--- config.mk ---
export PLATFORM = sky130hd
export DESIGN_NAME = nbl_top
export DESIGN_NICKNAME = d
export VERILOG_FILES = /design/src/rtl/nbl_pkg.sv /design/src/rtl/nbl_baud.sv /design/src/rtl/nbl_rx.sv /design/src/rtl/nbl_tx.sv /design/src/rtl/nbl_top.sv
export SDC_FILE = /design/constraint.sdc
export NUM_CORES = 1
export LEC_CHECK = 0
export CAP_MARGIN = 20
export CELL_PAD_IN_SITES_DETAIL_PLACEMENT = 1
export CELL_PAD_IN_SITES_GLOBAL_PLACEMENT = 1
export CORE_MARGIN = 2
export CORE_UTILIZATION = 50
export CTS_CLUSTER_SIZE = 12
export DETAILED_ROUTE_END_ITERATION = 12
export DONT_BUFFER_PORTS = 1
export PLACE_DENSITY = 0.86
export SLEW_MARGIN = 0
export SYNTH_ARGS = -nofsm -noshare
export SYNTH_HDL_FRONTEND = slang
export SYNTH_SLANG_ARGS = --single-unit
export TNS_END_PERCENT = 50
--- constraint.sdc ---
create_clock -name clk -period 2.22 [get_ports clk]
set_clock_uncertainty 0.1 [all_clocks]
set_input_delay 0.111 -clock clk [delete_from_list [all_inputs] [get_ports clk]]
set_output_delay 0.111 -clock clk [all_outputs]
set_load 0.03 [all_outputs]
--- src/rtl/nbl_pkg.sv ---
package nbl_pkg;
  typedef enum logic [1:0] {
    RX_IDLE  = 2'd0,
    RX_START = 2'd1,
    RX_DATA  = 2'd2,
    RX_STOP  = 2'd3
  } rx_state_e;

  typedef enum logic [1:0] {
    TX_IDLE = 2'd0,
    TX_WAIT = 2'd1,
    TX_SEND = 2'd2
  } tx_state_e;
endpackage

--- src/rtl/nbl_baud.sv ---
module nbl_baud #(
  parameter int TMR_W = 8
) (
  input  logic             clk,
  input  logic             rst_n,
  input  logic [TMR_W-1:0] reload_i,
  output logic             tick_o
);
  logic [TMR_W-1:0] cnt_q, cnt_d;
  logic             tick_q, wrap;

  always_comb begin
    wrap  = (cnt_q == '1);
    cnt_d = wrap ? reload_i : cnt_q + TMR_W'(1);
  end

  always_ff @(posedge clk or negedge rst_n) begin
    if (!rst_n) begin
      cnt_q  <= '0;
      tick_q <= 1'b0;
    end else begin
      cnt_q  <= cnt_d;
      tick_q <= wrap;
    end
  end

  assign tick_o = tick_q;


  tick_spacing_chk: assert property (@(posedge clk) disable iff (!rst_n)
    (tick_q && cnt_q != '1) |=> !tick_q);
endmodule

--- src/rtl/nbl_rx.sv ---
module nbl_rx
  import nbl_pkg::*;
#(
  parameter int DATA_W = 8,
  parameter int OVS    = 16
) (
  input  logic              clk,
  input  logic              rst_n,
  input  logic              tick_i,
  input  logic              rx_i,
  input  logic              filt_i,
  output logic [DATA_W-1:0] byte_o,
  output logic              bit9_o,
  output logic              irq_o
);
  localparam int CW = $clog2(OVS);
  localparam int BW = $clog2(DATA_W + 1);
  localparam int SW = DATA_W + 1;
  localparam logic [CW-1:0] S_PRE  = CW'(OVS/2 - 1);
  localparam logic [CW-1:0] S_MID  = CW'(OVS/2);
  localparam logic [CW-1:0] S_DEC  = CW'(OVS/2 + 1);
  localparam logic [CW-1:0] S_LAST = CW'(OVS - 1);

  rx_state_e         st_q, st_d;
  logic [CW-1:0]     cnt_q, cnt_d;
  logic [BW-1:0]     bit_q, bit_d;
  logic [SW-1:0]     sh_q, sh_d;
  logic [1:0]        smp_q, smp_d;
  logic [DATA_W-1:0] byte_q, byte_d;
  logic              b9_q, b9_d, irq_q, irq_d;
  logic [1:0]        sync_q;
  logic              rx_s, vote, accept;

  assign rx_s = sync_q[1];
  assign vote = (smp_q[1] & smp_q[0]) | (smp_q[1] & rx_s) | (smp_q[0] & rx_s);
  assign accept = !filt_i || (sh_q[DATA_W] && vote);

  always_comb begin
    st_d = st_q; cnt_d = cnt_q; bit_d = bit_q; sh_d = sh_q; smp_d = smp_q;
    byte_d = byte_q; b9_d = b9_q; irq_d = 1'b0;
    if (tick_i) begin
      cnt_d = (cnt_q == S_LAST) ? '0 : cnt_q + CW'(1);
      if (cnt_q == S_PRE || cnt_q == S_MID) smp_d = {smp_q[0], rx_s};
      unique case (st_q)
        RX_IDLE: begin
          cnt_d = '0;
          if (!rx_s) begin
            st_d  = RX_START;
            cnt_d = CW'(1);
          end
        end
        RX_START: begin
          if (cnt_q == S_DEC && vote) begin
            st_d  = RX_IDLE;
            cnt_d = '0;
          end else if (cnt_q == S_LAST) begin
            st_d  = RX_DATA;
            bit_d = '0;
          end
        end
        RX_DATA: begin
          if (cnt_q == S_DEC) sh_d = {vote, sh_q[SW-1:1]};
          if (cnt_q == S_LAST) begin
            if (bit_q == BW'(DATA_W)) st_d = RX_STOP;
            else bit_d = bit_q + BW'(1);
          end
        end
        RX_STOP: begin
          if (cnt_q == S_DEC) begin
            b9_d = sh_q[DATA_W];
            if (accept) begin
              byte_d = sh_q[DATA_W-1:0];
              irq_d  = 1'b1;
            end
            st_d  = RX_IDLE;
            cnt_d = '0;
          end
        end
        default: st_d = RX_IDLE;
      endcase
    end
  end

  always_ff @(posedge clk or negedge rst_n) begin
    if (!rst_n) begin
      st_q <= RX_IDLE; cnt_q <= '0; bit_q <= '0; sh_q <= '0; smp_q <= 2'b11;
      byte_q <= '0; b9_q <= 1'b0; irq_q <= 1'b0; sync_q <= 2'b11;
    end else begin
      st_q <= st_d; cnt_q <= cnt_d; bit_q <= bit_d; sh_q <= sh_d; smp_q <= smp_d;
      byte_q <= byte_d; b9_q <= b9_d; irq_q <= irq_d; sync_q <= {sync_q[0], rx_i};
    end
  end

  assign byte_o = byte_q;
  assign bit9_o = b9_q;
  assign irq_o  = irq_q;


  irq_single_chk: assert property (@(posedge clk) disable iff (!rst_n)
    irq_q |=> !irq_q);

  filt_addr_only_chk: assert property (@(posedge clk) disable iff (!rst_n)
    irq_q |-> (!$past(filt_i) || b9_q));

  byte_hold_chk: assert property (@(posedge clk) disable iff (!rst_n)
    (byte_q != $past(byte_q)) |-> irq_q);
endmodule

--- src/rtl/nbl_tx.sv ---
module nbl_tx
  import nbl_pkg::*;
#(
  parameter int DATA_W = 8,
  parameter int OVS    = 16
) (
  input  logic              clk,
  input  logic              rst_n,
  input  logic              tick_i,
  input  logic              start_i,
  input  logic [DATA_W-1:0] byte_i,
  input  logic              bit9_i,
  output logic              tx_o,
  output logic              done_o
);
  localparam int CW = $clog2(OVS);
  localparam int FW = DATA_W + 3;
  localparam int BW = $clog2(FW);
  localparam logic [CW-1:0] S_LAST  = CW'(OVS - 1);
  localparam logic [BW-1:0] B_FINAL = BW'(FW - 1);

  tx_state_e     st_q, st_d;
  logic [CW-1:0] cnt_q, cnt_d;
  logic [BW-1:0] bit_q, bit_d;
  logic [FW-1:0] sh_q, sh_d;
  logic          done_q, done_d;
  logic          sending;

  always_comb begin
    st_d = st_q; cnt_d = cnt_q; bit_d = bit_q; sh_d = sh_q; done_d = 1'b0;
    unique case (st_q)
      TX_IDLE: if (start_i) begin
        st_d = TX_WAIT;
        sh_d = {1'b1, bit9_i, byte_i, 1'b0};
      end
      TX_WAIT: if (tick_i) begin
        st_d  = TX_SEND;
        cnt_d = '0;
        bit_d = '0;
      end
      TX_SEND: if (tick_i) begin
        if (cnt_q == S_LAST) begin
          cnt_d = '0;
          if (bit_q == B_FINAL) begin
            st_d   = TX_IDLE;
            done_d = 1'b1;
          end else begin
            sh_d  = {1'b1, sh_q[FW-1:1]};
            bit_d = bit_q + BW'(1);
          end
        end else begin
          cnt_d = cnt_q + CW'(1);
        end
      end
      default: st_d = TX_IDLE;
    endcase
  end

  always_ff @(posedge clk or negedge rst_n) begin
    if (!rst_n) begin
      st_q <= TX_IDLE; cnt_q <= '0; bit_q <= '0; sh_q <= '1; done_q <= 1'b0;
    end else begin
      st_q <= st_d; cnt_q <= cnt_d; bit_q <= bit_d; sh_q <= sh_d; done_q <= done_d;
    end
  end

  assign sending = (st_q == TX_SEND);
  assign tx_o    = sending ? sh_q[0] : 1'b1;
  assign done_o  = done_q;


  start_low_chk: assert property (@(posedge clk) disable iff (!rst_n)
    $rose(sending) |-> !tx_o);

  done_idle_chk: assert property (@(posedge clk) disable iff (!rst_n)
    done_q |-> (tx_o && !sending));

  done_single_chk: assert property (@(posedge clk) disable iff (!rst_n)
    done_q |=> !done_q);
endmodule

--- src/rtl/nbl_top.sv ---
module nbl_top #(
  parameter int DATA_W = 8,
  parameter int OVS    = 16,
  parameter int TMR_W  = 8
) (
  input  logic              clk,
  input  logic              rst_n,
  input  logic              rx_i,
  input  logic [TMR_W-1:0]  reload_i,
  input  logic              addr_filt_i,
  input  logic [DATA_W-1:0] tx_byte_i,
  input  logic              tx_bit9_i,
  input  logic              tx_start_i,
  output logic              tx_o,
  output logic [DATA_W-1:0] rx_byte_o,
  output logic              rx_bit9_o,
  output logic              rx_irq_o,
  output logic              tx_done_o
);
  logic [1:0] rs_q;
  logic       rst_int, tick;

  always_ff @(posedge clk or negedge rst_n) begin
    if (!rst_n) rs_q <= 2'b00;
    else        rs_q <= {rs_q[0], 1'b1};
  end
  assign rst_int = rs_q[1];

  nbl_baud #(.TMR_W(TMR_W)) u_baud (
    .clk(clk), .rst_n(rst_int), .reload_i(reload_i), .tick_o(tick)
  );

  nbl_rx #(.DATA_W(DATA_W), .OVS(OVS)) u_rx (
    .clk(clk), .rst_n(rst_int), .tick_i(tick), .rx_i(rx_i), .filt_i(addr_filt_i),
    .byte_o(rx_byte_o), .bit9_o(rx_bit9_o), .irq_o(rx_irq_o)
  );

  nbl_tx #(.DATA_W(DATA_W), .OVS(OVS)) u_tx (
    .clk(clk), .rst_n(rst_int), .tick_i(tick), .start_i(tx_start_i),
    .byte_i(tx_byte_i), .bit9_i(tx_bit9_i), .tx_o(tx_o), .done_o(tx_done_o)
  );
endmodule

==> flow_summary.json <==
{
  "yosys.cell_types.count": 58,
  "yosysWarnings": 0,
  "met1_length_mm": 3.90,
  "grt_first_pass_wirelength_mm": 15.5,
  "die_area_um2": 7280,
  "antenna_cells": 0,
  "dr_wl_met3_um": 405,
  "avgSynthCellArea_um2": 11.4,
  "worst_pin_slew_ps": 613,
  "synth_most_common_cell": "dfrtp_1",
  "root_buffer": "clkbuf_8",
  "crit_fanout": 9,
  "initial_utilization": 0.518,
  "multiInputGateArea_um2": 1550,
  "hold_viol_final": 0,
  "leakagePower_nw": 1.68,
  "overflow": 0,
  "die_y_um": 85.3,
  "syn_to_final_growth_pct": 16.4,
  "routed_wl_mm": 9.63,
  "drive_gt1_frac": 0.263,
  "hold_class": "input pin to flip-flop",
  "gp_congestion": 0.788,
  "syn_area_um2": 3310,
  "finalCritPeriodShare": 0.942,
  "cap_violations": 0,
  "startpoint_type": "flip-flop",
  "setup_tns_ps": 0,
  "track_usage": 0.286,
  "cts_buffers": 9,
  "fp.dieW_um": 85.3,
  "core-area_um2": 6390,
  "ioPinCount": 34,
  "hold_buffers": 21,
  "status": "finished clean",
  "nFillCells": 641,
  "grt_setup_unrepaired": "false",
  "setup_viol": 0,
  "top_layer_used": "met4",
  "dr.pass1.iters": 4,
  "drcViolationCount": 0,
  "insertion_delay_ps": 370,
  "synthTopCellsByArea": "dfrtp_1 39%, mux2_2 13%, dfstp_2 11%",
  "crit_required_ps": 2350,
  "drt_iter0_drc": 169,
  "stdcell_count": 397,
  "routedWlPerCell_um": 24.3,
  "ff_latch_area_um2": 1650,
  "post_cts_buffers": 0,
  "ys_ff_latch": 65,
  "slew_headroom": 0.591,
  "hpwl_mm": 4.89,
  "synth_common_cells": "51 x dfrtp_1, 38 x mux2_2, 20 x nand2_1, 17 x a21oi_1, 15 x inv_1",
  "cts_resized": 0,
  "syn_nets": 326,
  "clkTransAtPathRegs_ps": 80,
  "synth_ff_type": "dfrtp_1",
  "grt_pass1_vias": 2751,
  "synth_top_area_share": 0.386,
  "synth_cells": 290,
  "peakVddDrop_mv": 0.811,
  "r2r_slack_ps": 130,
  "cts_max_level": 3,
  "cts.sinks": 65,
  "antenna_found_initial": 0,
  "async_flop_share": 1.00,
  "max_freq_mhz": 478,
  "nNetsFinal": 351,
  "slew_viol_final": 0,
  "cp.arrival_ps": 2230,
  "via_count": 2491,
  "power_density_nw_per_um2": 894,
  "ant_nets": 0,
  "synth_edf_count": 0,
  "placed_cells_incl_taps": 360,
  "path_class": "flip-flop to flip-flop",
  "vias_per_cell": 6.27,
  "port_buffers": 0,
  "yosysSeqAreaShare": 0.497,
  "grt_max_degree": 39,
  "met2_wirelength_mm": 4.99,
  "clockBufferDepth": 2,
  "row_count": 29,
  "fin_crit_ps": 2090,
  "synth_largest_area_cell": "dfrtp_1",
  "cts_tree": "done",
  "endpoint_kind": "flip-flop"
}
-- metal layers --
| layer | GRT usage | up-vias |
|---|---|---|
| met5 | 0 | - |
| met4 | 0.136 | 0 |
| met3 | 0.0632 | 27 |
| met2 | 0.480 | 85 |
| met1 | 0.351 | 1277 |
| li1 | - | 1102 |
-- stage by stage --
| stage | utilization | power [mW] | hold WS, ps | worst slack, ps | area (um^2) |
|---|---|---|---|---|---|
| 6_report | 0.603 | 3.44 | 10.9 | 129 | 3850 |
| 5_1_grt | 0.603 | 3.56 | 37.5 | 45.7 | 3850 |
| 4_1_cts | 0.603 | 3.32 | 7.88 | 218 | 3850 |
| 3_5_place_dp | 0.532 | 2.02 | -285 | 240 | 3390 |
| 3_3_place_gp | 0.532 | 1.96 | -285 | 341 | 3390 |
| 2_1_floorplan | - | 1.88 | -285 | 201 | 3310 |
-- critical path, cell delays in order, from the launching register on --
cell and delay [ps]:
dfrtp_1 450, inv_1 140, ha_1 170, and3b_2 270, nand3_2 120, a21oi_4 310
mux2_2 400
-- registers in the layout, summed over array words and instances (netlist names), 4 cells and up, named ones only --
signal and cells:
u_rx.cnt_q 4, u_tx.sh_q 10, u_rx.sh_q 9, u_tx.bit_q 4, u_rx.bit_q 4, u_tx.cnt_q 4
u_rx.byte_o 8, u_baud.cnt_q 8
-- cell usage in the layout (no fill, tap or decap), types with 4 or more instances in the layout --
cell type	netlist	routed
a21oi_1	17	17
a22o_1	5	5
buf_4	0	4
clkbuf_8	0	9
dfrtp_1	51	50
dfstp_2	14	14
dlygate4sd3_1	0	21
ha_1	14	14
inv_1	15	15
mux2_2	38	38
nand2_1	20	20
nand3_1	10	10
nor2_1	11	11
nor3_1	6	6
o21ai_0	12	12
o2bb2ai_1	7	7
-- power by group --
part | leakage (nW) | switching [mW] | total (mW) | internal, mW
Combinational | 0.752 | 0.284 | 0.548 | 0.263
Clock | 0.121 | 0.557 | 1.31 | 0.753
Sequential | 0.806 | 0.223 | 1.59 | 1.36
-- area by class of cell --
| class | count | share of cell area |
|---|---|---|
| sequential | 65 | 0.428 |
| tap | 77 | 0.0250 |
| clock buffer | 10 | 0.0332 |
| multi-input combinational | 198 | 0.402 |
| timing repair buffer | 26 | 0.0676 |
| clock inverter | 6 | 0.0302 |
| inverter | 15 | 0.0146 |
-- cells by family (layout without fill, tap and decap cells) --
| logic type | count (synthesis) | after routing | share of synthesized area |
|---|---|---|---|
| buffers and inverters | 27 | 57 | 0.0348 |
| xor gates and xnor gates | 3 | 3 | 0.00795 |
| other | 1 | 1 | 0.00113 |
| DFF | 65 | 65 | 0.497 |
| adders and majority gates | 15 | 15 | 0.0560 |
| and+or+nand+nor | 71 | 71 | 0.120 |
| AOI/OAI and AO/OA | 68 | 68 | 0.147 |
| muxes | 40 | 40 | 0.136 |
-- worst paths after layout --
path / from / cells past startpoint / endpoint
setup / recovery: u_rx.cnt_q[1] / 6 / u_rx.byte_o[0]
hold / removal: reload_i[7] / 3 / u_baud.cnt_q[7]
setup reg to reg: u_rx.cnt_q[1] / 6 / u_rx.byte_o[0]
hold reg to reg: rs_q[1] / 0 / u_tx.bit_q[0]
max in group asynchronous: rs_q[1] / 1 / u_rx.smp_q[0]
min in group asynchronous: rs_q[1] / 0 / u_tx.bit_q[0]
(Power assumes the default switching activity.)
